**config.mk**
```make
export PLATFORM = sky130hd
export DESIGN_NAME = nak_irq_agg
export DESIGN_NICKNAME = d
export VERILOG_FILES = /design/src/rtl/nak_agg_pkg.sv /design/src/rtl/nak_reg_decode.sv /design/src/rtl/nak_slot_bank.sv /design/src/rtl/nak_summary.sv /design/src/rtl/nak_irq_agg.sv
export SDC_FILE = /design/constraint.sdc
export NUM_CORES = 1
export LEC_CHECK = 0
export CAP_MARGIN = 10
export CORE_ASPECT_RATIO = 0.8
export CORE_MARGIN = 4
export CORE_UTILIZATION = 42
export CTS_CLUSTER_SIZE = 14
export DETAILED_ROUTE_END_ITERATION = 10
export DONT_BUFFER_PORTS = 1
export PLACE_DENSITY = 0.59
export SKIP_LAST_GASP = 1
export SLEW_MARGIN = 20
export SYNTH_ARGS = -nofsm -noshare
export SYNTH_HDL_FRONTEND = slang
export SYNTH_HIERARCHICAL = 1
export SYNTH_SLANG_ARGS = --single-unit
```
**constraint.sdc**
```tcl
create_clock -name clk -period 2.7 [get_ports clk]
set_clock_uncertainty 0.15 [all_clocks]
set_input_delay 0.54 -clock clk [delete_from_list [all_inputs] [get_ports clk]]
set_output_delay 0.54 -clock clk [all_outputs]
set_load 0.005 [all_outputs]
```
**src/rtl/nak_agg_pkg.sv**
```systemverilog
package nak_agg_pkg;
  // Register offsets from the block base address
  localparam int OFS_SLOT_EN  = 0;
  localparam int OFS_SLOT_REQ = 1;
  localparam int OFS_SUM_EN   = 2;
  localparam int OFS_SUM_REQ  = 3;
  localparam int DATA_W       = 8;
  typedef logic [DATA_W-1:0] reg_byte_t;
endpackage

```
**src/rtl/nak_reg_decode.sv**
```systemverilog
module nak_reg_decode
  import nak_agg_pkg::*;
#(
  parameter int NS        = 6,
  parameter int ADDR_W    = 8,
  parameter int BASE_ADDR = 0
) (
  input  logic [ADDR_W-1:0] reg_addr,
  input  logic              reg_wr,
  input  reg_byte_t         reg_wdata,
  input  logic [NS-1:0]     slot_en,
  input  logic [NS-1:0]     slot_req,
  input  logic              sum_en,
  input  logic              sum_req,
  output logic              slot_en_we,
  output logic [NS-1:0]     slot_clr,
  output logic              sum_en_we,
  output logic              sum_clr,
  output reg_byte_t         reg_rdata
);
  localparam logic [ADDR_W-1:0] A_SEN  = ADDR_W'(BASE_ADDR + OFS_SLOT_EN);
  localparam logic [ADDR_W-1:0] A_SREQ = ADDR_W'(BASE_ADDR + OFS_SLOT_REQ);
  localparam logic [ADDR_W-1:0] A_GEN  = ADDR_W'(BASE_ADDR + OFS_SUM_EN);
  localparam logic [ADDR_W-1:0] A_GREQ = ADDR_W'(BASE_ADDR + OFS_SUM_REQ);

  logic hit_sen, hit_sreq, hit_gen, hit_greq;
  assign hit_sen  = (reg_addr == A_SEN);
  assign hit_sreq = (reg_addr == A_SREQ);
  assign hit_gen  = (reg_addr == A_GEN);
  assign hit_greq = (reg_addr == A_GREQ);

  assign slot_en_we = reg_wr && hit_sen;
  assign sum_en_we  = reg_wr && hit_gen;
  assign slot_clr   = (reg_wr && hit_sreq) ? reg_wdata[NS-1:0] : '0;
  assign sum_clr    = reg_wr && hit_greq && reg_wdata[0];

  always_comb begin
    reg_rdata = '0;
    if (hit_sen)  reg_rdata[NS-1:0] = slot_en;
    if (hit_sreq) reg_rdata[NS-1:0] = slot_req;
    if (hit_gen)  reg_rdata[0]      = sum_en;
    if (hit_greq) reg_rdata[0]      = sum_req;
  end
endmodule

```
**src/rtl/nak_slot_bank.sv**
```systemverilog
module nak_slot_bank
  import nak_agg_pkg::*;
#(
  parameter int NS = 6
) (
  input  logic          clk,
  input  logic          rst_n,
  input  logic [NS-1:0] nak_strobe,
  input  logic [NS-1:0] nak_qualify,
  input  logic          en_we,
  input  logic [NS-1:0] en_wdata,
  input  logic [NS-1:0] clr,
  output logic [NS-1:0] slot_en,
  output logic [NS-1:0] slot_req,
  output logic          any_armed
);
  logic [NS-1:0] hit;

  for (genvar i = 0; i < NS; i++) begin : g_slot
    assign hit[i] = nak_strobe[i] & nak_qualify[i];

    always_ff @(posedge clk) begin
      if (!rst_n) begin
        slot_req[i] <= 1'b0;
        slot_en[i]  <= 1'b0;
      end else begin
        // a new NAK beats a same-cycle clear
        if (hit[i])      slot_req[i] <= 1'b1;
        else if (clr[i]) slot_req[i] <= 1'b0;
        if (en_we)       slot_en[i]  <= en_wdata[i];
      end
    end
  end

  assign any_armed = |(slot_req & slot_en);

  // a request bit only rises on a qualified strobe
  assert_no_unqualified_set_R3: assert property (@(posedge clk) disable iff (!rst_n)
    1'b1 |=> ((slot_req & ~$past(slot_req) & ~$past(nak_strobe & nak_qualify)) == '0));

  // a clear without a colliding strobe empties the bit
  assert_w1c_clears_R4: assert property (@(posedge clk) disable iff (!rst_n)
    (|(clr & ~(nak_strobe & nak_qualify))) |=>
      ((slot_req & $past(clr & ~(nak_strobe & nak_qualify))) == '0));

  // set wins over clear
  assert_set_wins_R4: assert property (@(posedge clk) disable iff (!rst_n)
    (|(nak_strobe & nak_qualify)) |=> ((slot_req & $past(nak_strobe & nak_qualify)) == $past(nak_strobe & nak_qualify)));
endmodule

```
**src/rtl/nak_summary.sv**
```systemverilog
module nak_summary (
  input  logic clk,
  input  logic rst_n,
  input  logic any_armed,
  input  logic sum_clr,
  input  logic sum_en_we,
  input  logic sum_en_wdata,
  output logic sum_req,
  output logic sum_en,
  output logic cpu_irq
);
  logic any_q;
  logic arm_rise;

  assign arm_rise = any_armed & ~any_q;

  always_ff @(posedge clk) begin
    if (!rst_n) begin
      any_q   <= 1'b0;
      sum_req <= 1'b0;
      sum_en  <= 1'b0;
      cpu_irq <= 1'b0;
    end else begin
      any_q <= any_armed;
      if (arm_rise)     sum_req <= 1'b1;
      else if (sum_clr) sum_req <= 1'b0;
      if (sum_en_we)    sum_en  <= sum_en_wdata;
      cpu_irq <= sum_req & sum_en;
    end
  end

  // summary only rises after a rise of the armed OR
  assert_sum_rise_on_edge_R7: assert property (@(posedge clk) disable iff (!rst_n)
    $rose(sum_req) |-> $past(any_armed && !any_q));

  // a clear without a rising edge drops the summary
  assert_sum_clear_R7: assert property (@(posedge clk) disable iff (!rst_n)
    (sum_clr && !(any_armed && !any_q)) |=> !sum_req);

  // interrupt line follows summary AND enable one cycle later
  assert_irq_follows_R8: assert property (@(posedge clk) disable iff (!rst_n)
    1'b1 |=> (cpu_irq == $past(sum_req && sum_en)));
endmodule

```
**src/rtl/nak_irq_agg.sv**
```systemverilog
module nak_irq_agg
  import nak_agg_pkg::*;
#(
  parameter int NS        = 6,
  parameter int ADDR_W    = 8,
  parameter int BASE_ADDR = 0
) (
  input  logic              clk,
  input  logic              rst_n,
  input  logic [NS-1:0]     nak_strobe,
  input  logic [NS-1:0]     nak_qualify,
  input  logic [ADDR_W-1:0] reg_addr,
  input  logic              reg_wr,
  input  logic [7:0]        reg_wdata,
  output logic [7:0]        reg_rdata,
  output logic              cpu_irq
);
  logic          slot_en_we, sum_en_we, sum_clr, any_armed;
  logic [NS-1:0] slot_clr, slot_en, slot_req;
  logic          sum_req, sum_en;

  nak_reg_decode #(.NS(NS), .ADDR_W(ADDR_W), .BASE_ADDR(BASE_ADDR)) u_decode (
    .reg_addr  (reg_addr),
    .reg_wr    (reg_wr),
    .reg_wdata (reg_wdata),
    .slot_en   (slot_en),
    .slot_req  (slot_req),
    .sum_en    (sum_en),
    .sum_req   (sum_req),
    .slot_en_we(slot_en_we),
    .slot_clr  (slot_clr),
    .sum_en_we (sum_en_we),
    .sum_clr   (sum_clr),
    .reg_rdata (reg_rdata)
  );

  nak_slot_bank #(.NS(NS)) u_slots (
    .clk        (clk),
    .rst_n      (rst_n),
    .nak_strobe (nak_strobe),
    .nak_qualify(nak_qualify),
    .en_we      (slot_en_we),
    .en_wdata   (reg_wdata[NS-1:0]),
    .clr        (slot_clr),
    .slot_en    (slot_en),
    .slot_req   (slot_req),
    .any_armed  (any_armed)
  );

  nak_summary u_summary (
    .clk         (clk),
    .rst_n       (rst_n),
    .any_armed   (any_armed),
    .sum_clr     (sum_clr),
    .sum_en_we   (sum_en_we),
    .sum_en_wdata(reg_wdata[0]),
    .sum_req     (sum_req),
    .sum_en      (sum_en),
    .cpu_irq     (cpu_irq)
  );

  // nothing pending right after reset
  assert_reset_quiet_R1: assert property (@(posedge clk)
    $rose(rst_n) |-> (slot_req == '0 && !sum_req && !cpu_irq));
endmodule

```
==> results by group, run 1 <==
Yosys
  • Cell Area, Synth: 973 µm²
  • Seq/Total Area, Yosys: 0.329
  • EDFF count, synth: 0
  • Area share of the largest cell type after synthesis: 0.329
  • Predominant post-synthesis flop cell: dfxtp_1
  • Largest cells by area after synthesis: dfxtp_1, mux2i_1, nor4_2
  • Netlist cell types: 26
  • Synthesized flop and latch total: 16
  • Area leader, netlist: dfxtp_1
  • Syn. warnings: 6
  • Mapped Cells: 101
  • FFs w/ async S/R, synth: 0
  • Mean Syn Cell Area: 9.64 µm²

Floorplan
  • Die Wd: 61.8 µm
  • Initial Util: 0.447
  • Die area: 3160 µm²
  • Ports: 40
  • CORE AREA: 2180 µm²
  • Die outline height: 51.1 µm
  • Rows: 15

Worst setup path
  • Max incr delay on CP: 650 ps
  • Critical Path Source Type: input pin
  • CP Cell Sequence: or4_4 -> nor4_2
  • WP buf/inv: 0
  • Critical setup path kind: input pin to output port
  • Crit-path leading delay family: simple AND/OR/NAND/NOR gates
  • Worst path required time: 2010 ps
  • Worst-path fanout max: 15
  • CP endpoint kind: output port
  • CP max-delay cell: or4_4
  • CP Data Arrival Time: 1520 ps

Global routing
  • Grt total ovfl: 0
  • GRT Util Overall: 0.133
  • Initial antenna violation count: 0
  • Pin count of the biggest net entering global routing: 17
  • Vias in the first global route: 628
  • Global-route wire length before repair: 3120 µm

Clock tree
  • Post-CTS sizing: 0
  • Setup Fix Bufs, Post-CTS: 0
  • Clock Latency Late Sink: 290 ps
  • Clock buffer depth: 2
  • Cts hold-fix bufs: 0
  • Clock sink count: 16
  • Clock Root Buffer: clkbuf_4
  • Num CTS Buffers: 3
  • CTS clk-pin slew, worst paths: 90 ps
  • CTS tree: done
  • Total number of H-tree levels: 1

Routing
  • First drt pass iteration count: 4
  • Number of DRC markers in iteration 0: 22
  • Met2 WL: 883 µm
  • DRT Wirelength: 2000 µm
  • Vias per Instance: 5.72
  • Vias: 704
  • Met3 wire length: 200 µm
  • Post-DRT Antenna Nets: 0
  • Top sig layer: met4
  • DRC viols: 0
  • Met1 Routed Length: 901 µm
  • Routed len/inst: 16.3 µm

Cells and area
  • Most frequent cells in the layout: dfxtp_1, nand2_1, mux2i_1, nand2b_1, nor4_2
  • End-of-flow core utilization: 0.451
  • Inserted Diodes: 0
  • Share of layout cells above drive strength 1: 0.204
  • Fillers: 212
  • Final Instance Area: 982 µm²
  • Area Overhead vs Synth: 0.900%
  • Nets: 130
  • Most common cell after layout, fill and taps aside: dfxtp_1

Job
  • MaxCap Viol Count: 0

STA
  • Final setup TNS: 0 ps
  • Setup violations, final: 0
  • Final period util: 0.817
  • Final hold violation count: 0
  • Crit path time final: 2210 ps
  • Max Freq: 453 MHz
  • Final slew viol count: 0
  • RSZ-0062 raised after global routing: false

Place
  • Cell Area, Placed: 946 µm²
  • I/O Buffers: 0
  • Placer Congestion: 0.723
  • HPWL after DPL: 1520 µm

Power
  • Static leakage: 0.310 nW
  • PwrDens: 446 nW/µm²
  • Clk network pwr share: 0.361
  • Seq pwr share: 0.563
  • P_sw: 0.0985 mW
  • Gate power share: 0.076
  • Peak VDD IR: 0.355 mV
  • Switching portion of total power: 0.225
  • Int Pwr: 0.340 mW

Outcome
  • Status: finished, final reports clean

Hold path
  • Hold Path Class: input pin to flip-flop
## cells in the mapped netlist, types with 2 or more instances
master    number
a21boi_0       2
buf_4          2
a22oi_1        3
nor4_1         5
nor2b_1        7
clkbuf_1       3
buf_6          2
nor4_2         9
nand2b_1      10
mux2i_1       12
a21boi_1       4
dfxtp_1       16
nand2_1       13
## state kept, by name, indices dropped and copies added (netlist names)
| name | count |
|---|---|
| u_slots/slot_en | 6 |
| u_summary/sum_en | 1 |
| u_slots/slot_req | 6 |
| u_summary/sum_req | 1 |
| u_summary/any_q | 1 |
| u_summary/cpu_irq | 1 |
## metal layers
| layer | global-route usage | vias up |
|---|---|---|
| met3 | 0.0581 | 4 |
| met2 | 0.202 | 29 |
| met4 | 0.0106 | 0 |
| met1 | 0.180 | 325 |
| met5 | 0 | - |
| li1 | - | 346 |
## path summary, 6_finish.rpt
| check | depth (start not counted) | slack (ps) | to | from |
|---|---|---|---|---|
| hold reg to reg | 2 | 340 | u_slots/slot_req[5] | u_slots/slot_req[5] |
| hold / removal | 1 | 230 | u_summary/sum_en | rst_n |
| setup / recovery | 2 | 490 | reg_rdata[2] | reg_addr[5] |
| setup reg to reg | 3 | 1600 | u_summary/any_q | u_slots/slot_en[4] |
## kinds of logic (layout without fill, tap and decap cells)
family,Yosys count,count (layout),share of synthesized area
buffers and inverters,11,7,0.0835
AOI/OAI and AO/OA,10,10,0.0810
and+or+nand+nor,50,50,0.356
other,1,2,0.00385
muxes,13,13,0.147
DFF,16,16,0.329
## area by class of cell
cell class	instances	area, µm²	area share
Multi-Input combinational cell	75	576	0.586
Inverter	1	3.75	0.00382
Sequential cell	16	320	0.326
Timing Repair Buffer	2	15.0	0.0153
Clock buffer	4	36.3	0.0369
Tap cell	25	31.3	0.0318
## power by group through the flow
stage	logic (mW)	registers, mW	clock network (mW)
final	0.0332	0.247	0.158
after global routing	0.0360	0.248	0.170
after CTS	0.0332	0.247	0.165
after detailed placement	0.0331	0.253	0
after global placement	0.0323	0.252	0
after floorplan	0.0405	0.251	0
## stage by stage
step	power [mW]	std cells	hold WS [ps]	setup WS, ps
finish	0.438	123	229	493
global route	0.454	123	219	433
CTS	0.445	123	217	476
detailed placement	0.286	119	328	473
global placement	0.285	119	324	480
floorplan	0.292	102	304	436
No activity file was read; power rests on OpenSTA's default activity.
==> run 2: changes to the inputs <==
--- a/config.mk
+++ b/config.mk
@@ -5,6 +5,7 @@
 export SDC_FILE = /design/constraint.sdc
 export NUM_CORES = 1
 export LEC_CHECK = 0
+export ABC_AREA = 1
 export CAP_MARGIN = 10
 export CORE_ASPECT_RATIO = 0.8
 export CORE_MARGIN = 4
@@ -12,7 +13,7 @@
 export CTS_CLUSTER_SIZE = 14
 export DETAILED_ROUTE_END_ITERATION = 10
 export DONT_BUFFER_PORTS = 1
-export PLACE_DENSITY = 0.59
+export PLACE_DENSITY = 0.62
 export SKIP_LAST_GASP = 1
 export SLEW_MARGIN = 20
 export SYNTH_ARGS = -nofsm -noshare
==> constraint.sdc (replaced) <==
create_clock -name clk -period 1.9 [get_ports clk]
set_clock_uncertainty 0.15 [all_clocks]
set_input_delay 0.38 -clock clk [delete_from_list [all_inputs] [get_ports clk]]
set_output_delay 0.38 -clock clk [all_outputs]
set_load 0.005 [all_outputs]
==> results by group, run 2 <==
STA
  • Final period util: 0.857
  • Max Freq: 614 MHz
  • Final setup TNS: 0 ps
  • Final slew viol count: 0
  • Crit path time final: 1630 ps
  • Setup violations, final: 0
  • Setup slack after layout: 271 ps
  • RSZ-0062 raised after global routing: false
  • Final hold violation count: 0

Place
  • Pre-CTS WS: 273 ps
  • Placer Congestion: 0.775
  • I/O Buffers: 0
  • HPWL after DPL: 1730 µm

Worst setup path
  • WP buf/inv: 0
  • Critical setup path kind: input pin to output port
  • Reg-to-reg startpoint: u_slots/slot_req[4]
  • CP Data Arrival Time: 1100 ps
  • Flop2flop setup slack: 830 ps
  • Max incr delay on CP: 290 ps
  • CP Cell Sequence: nor2_1 -> nand3_1 -> nor2_2 -> nand2_1 -> nand4_1
  • Worst R2R Path Depth: 6
  • Crit-path leading delay family: simple AND/OR/NAND/NOR gates
  • CP endpoint kind: output port
  • Worst-path fanout max: 6
  • RR Endpoint: u_summary/sum_req
  • Critical Path Source Type: input pin
  • CP max-delay cell: nor2_2
  • Worst path required time: 1370 ps

Yosys
  • Largest cells by area after synthesis: dfxtp_1, nand2_1, inv_1
  • Mapped Cells: 149
  • Area share of the largest cell type after synthesis: 0.349
  • Seq/Total Area, Yosys: 0.349
  • Syn. warnings: 6
  • Count leader, synth: nand2_1
  • Cell Area, Synth: 917 µm²
  • Area leader, netlist: dfxtp_1
  • Mean Syn Cell Area: 6.16 µm²
  • EDFF count, synth: 0
  • Predominant post-synthesis flop cell: dfxtp_1
  • Netlist cell types: 19
  • Synthesized flop and latch total: 16
  • FFs w/ async S/R, synth: 0
  • Most frequent cells after synthesis: nand2_1, inv_1, nor2_1, dfxtp_1, nand3_1

Cells and area
  • Share of layout cells above drive strength 1: 0.118
  • Most common cell after layout, fill and taps aside: nand2_1
  • Most frequent cells in the layout: nand2_1, nor2_1, inv_1, dfxtp_1, nand3_1
  • Fillers: 224
  • Nets: 185
  • End-of-flow core utilization: 0.495
  • Area Overhead vs Synth: 6.82%
  • Largest registers: u_slots/slot_en x6, u_slots/slot_req x6
  • Area occupied by multi-input gates: 480 µm²
  • Seq. cell area: 320 µm²
  • Inserted Diodes: 0

Global routing
  • Pin count of the biggest net entering global routing: 12
  • Vias in the first global route: 908
  • Grt total ovfl: 0
  • Global-route wire length before repair: 3620 µm
  • Initial antenna violation count: 0
  • GRT Util Overall: 0.159

Clock tree
  • CTS tree: done
  • Total number of H-tree levels: 1
  • Setup Fix Bufs, Post-CTS: 0
  • Cts hold-fix bufs: 0
  • Clock sink count: 16
  • Post-CTS sizing: 0
  • Clock Root Buffer: clkbuf_4
  • Clock Latency Late Sink: 290 ps
  • Clock buffer depth: 2
  • CTS clk-pin slew, worst paths: 100 ps
  • Num CTS Buffers: 3

Routing
  • Vias per Instance: 4.96
  • Routed len/inst: 12.6 µm
  • DRT Wirelength: 2240 µm
  • Post-DRT Antenna Nets: 0
  • First drt pass iteration count: 4
  • Vias: 878
  • Number of DRC markers in iteration 0: 22
  • DRC viols: 0

Floorplan
  • Initial Util: 0.463
  • CORE AREA: 1980 µm²
  • Die area: 3000 µm²
  • Rows: 14
  • Ports: 40
  • Die Wd: 60.2 µm
  • Die outline height: 49.8 µm

Power
  • Peak VDD IR: 0.304 mV
  • Overall power: 0.624 mW
  • Static leakage: 0.472 nW
  • PwrDens: 637 nW/µm²

Hold path
  • Hold Path Depth: 2
  • Hold Path Class: input pin to flip-flop
  • Min-Delay Startpoint: rst_n
  • Hold path endpoint: u_summary/any_q

Job
  • MaxCap Viol Count: 0

Outcome
  • Status: finished, final reports clean
-- run 2: cell types whose count changed in the layout (fill, tap and decap cells not counted), sizes merged, moves of 10 or more --
cell	delta
mux2i	-12
nand2	+30
nor4	-13
nor2	+29
nand2b	-10
inv	+27
nand3	+11
-- run 2: stage by stage --
step | hold slack (ps) | cells | cell area [µm²]
3_3_place_gp | 296 | 173 | 943
5_1_grt | 41.7 | 177 | 980
2_1_floorplan | 272 | 150 | 921
4_1_cts | 41.4 | 177 | 980
3_5_place_dp | 302 | 173 | 943
6_report | 45.7 | 177 | 980
-- run 2: cell families after synthesis --
logic type	Yosys count	synth area share
other cells	1	0.00409
simple gates	89	0.441
buf+inv	30	0.131
compound gates	13	0.0750
flops	16	0.349
-- run 2: final cells by class --
cell class | count | area share
multi-input cells | 104 | 0.490
clock buffers | 4 | 0.0370
repair buffers | 1 | 0.00766
inverters | 28 | 0.107
well taps | 24 | 0.0307
flip-flops and latches | 16 | 0.327
-- run 2: per-layer routing --
metal  up-vias  part of all wire  global-route usage  wire, µm
met4         0                 0              0.0332         0
li1        457                 -                   -         -
met2        26              0.50               0.272      1110
met1       395              0.40               0.171       891
met3         0              0.11              0.0862       235
met5         -                 0                   0         0
-- run 2: worst reg2reg max path, cell delays in order (launching register included) --
cell and delay (ps):
dfxtp_1 340, nand2_1 60, nand2_1 50, nor2_1 120, nand2_1 100, nand3_1 110, o21ai_2 60
-- run 2: worst max path at each step --
stage,to,from,slack (ps),depth (start not counted)
floorplan,u_slots/slot_en[4],reg_addr[5],370,6
global placement,reg_rdata[0],reg_addr[5],280,5
detailed placement,reg_rdata[0],reg_addr[5],270,5
CTS,reg_rdata[0],reg_addr[5],270,5
global route,reg_rdata[0],reg_addr[3],200,5
finish,reg_rdata[0],reg_addr[5],270,5
-- run 2: power by group --
part | total [mW] | switching, mW | internal, mW
clock network | 0.230 | 0.113 | 0.117
registers | 0.351 | 0.00703 | 0.344
logic | 0.0424 | 0.0275 | 0.0149
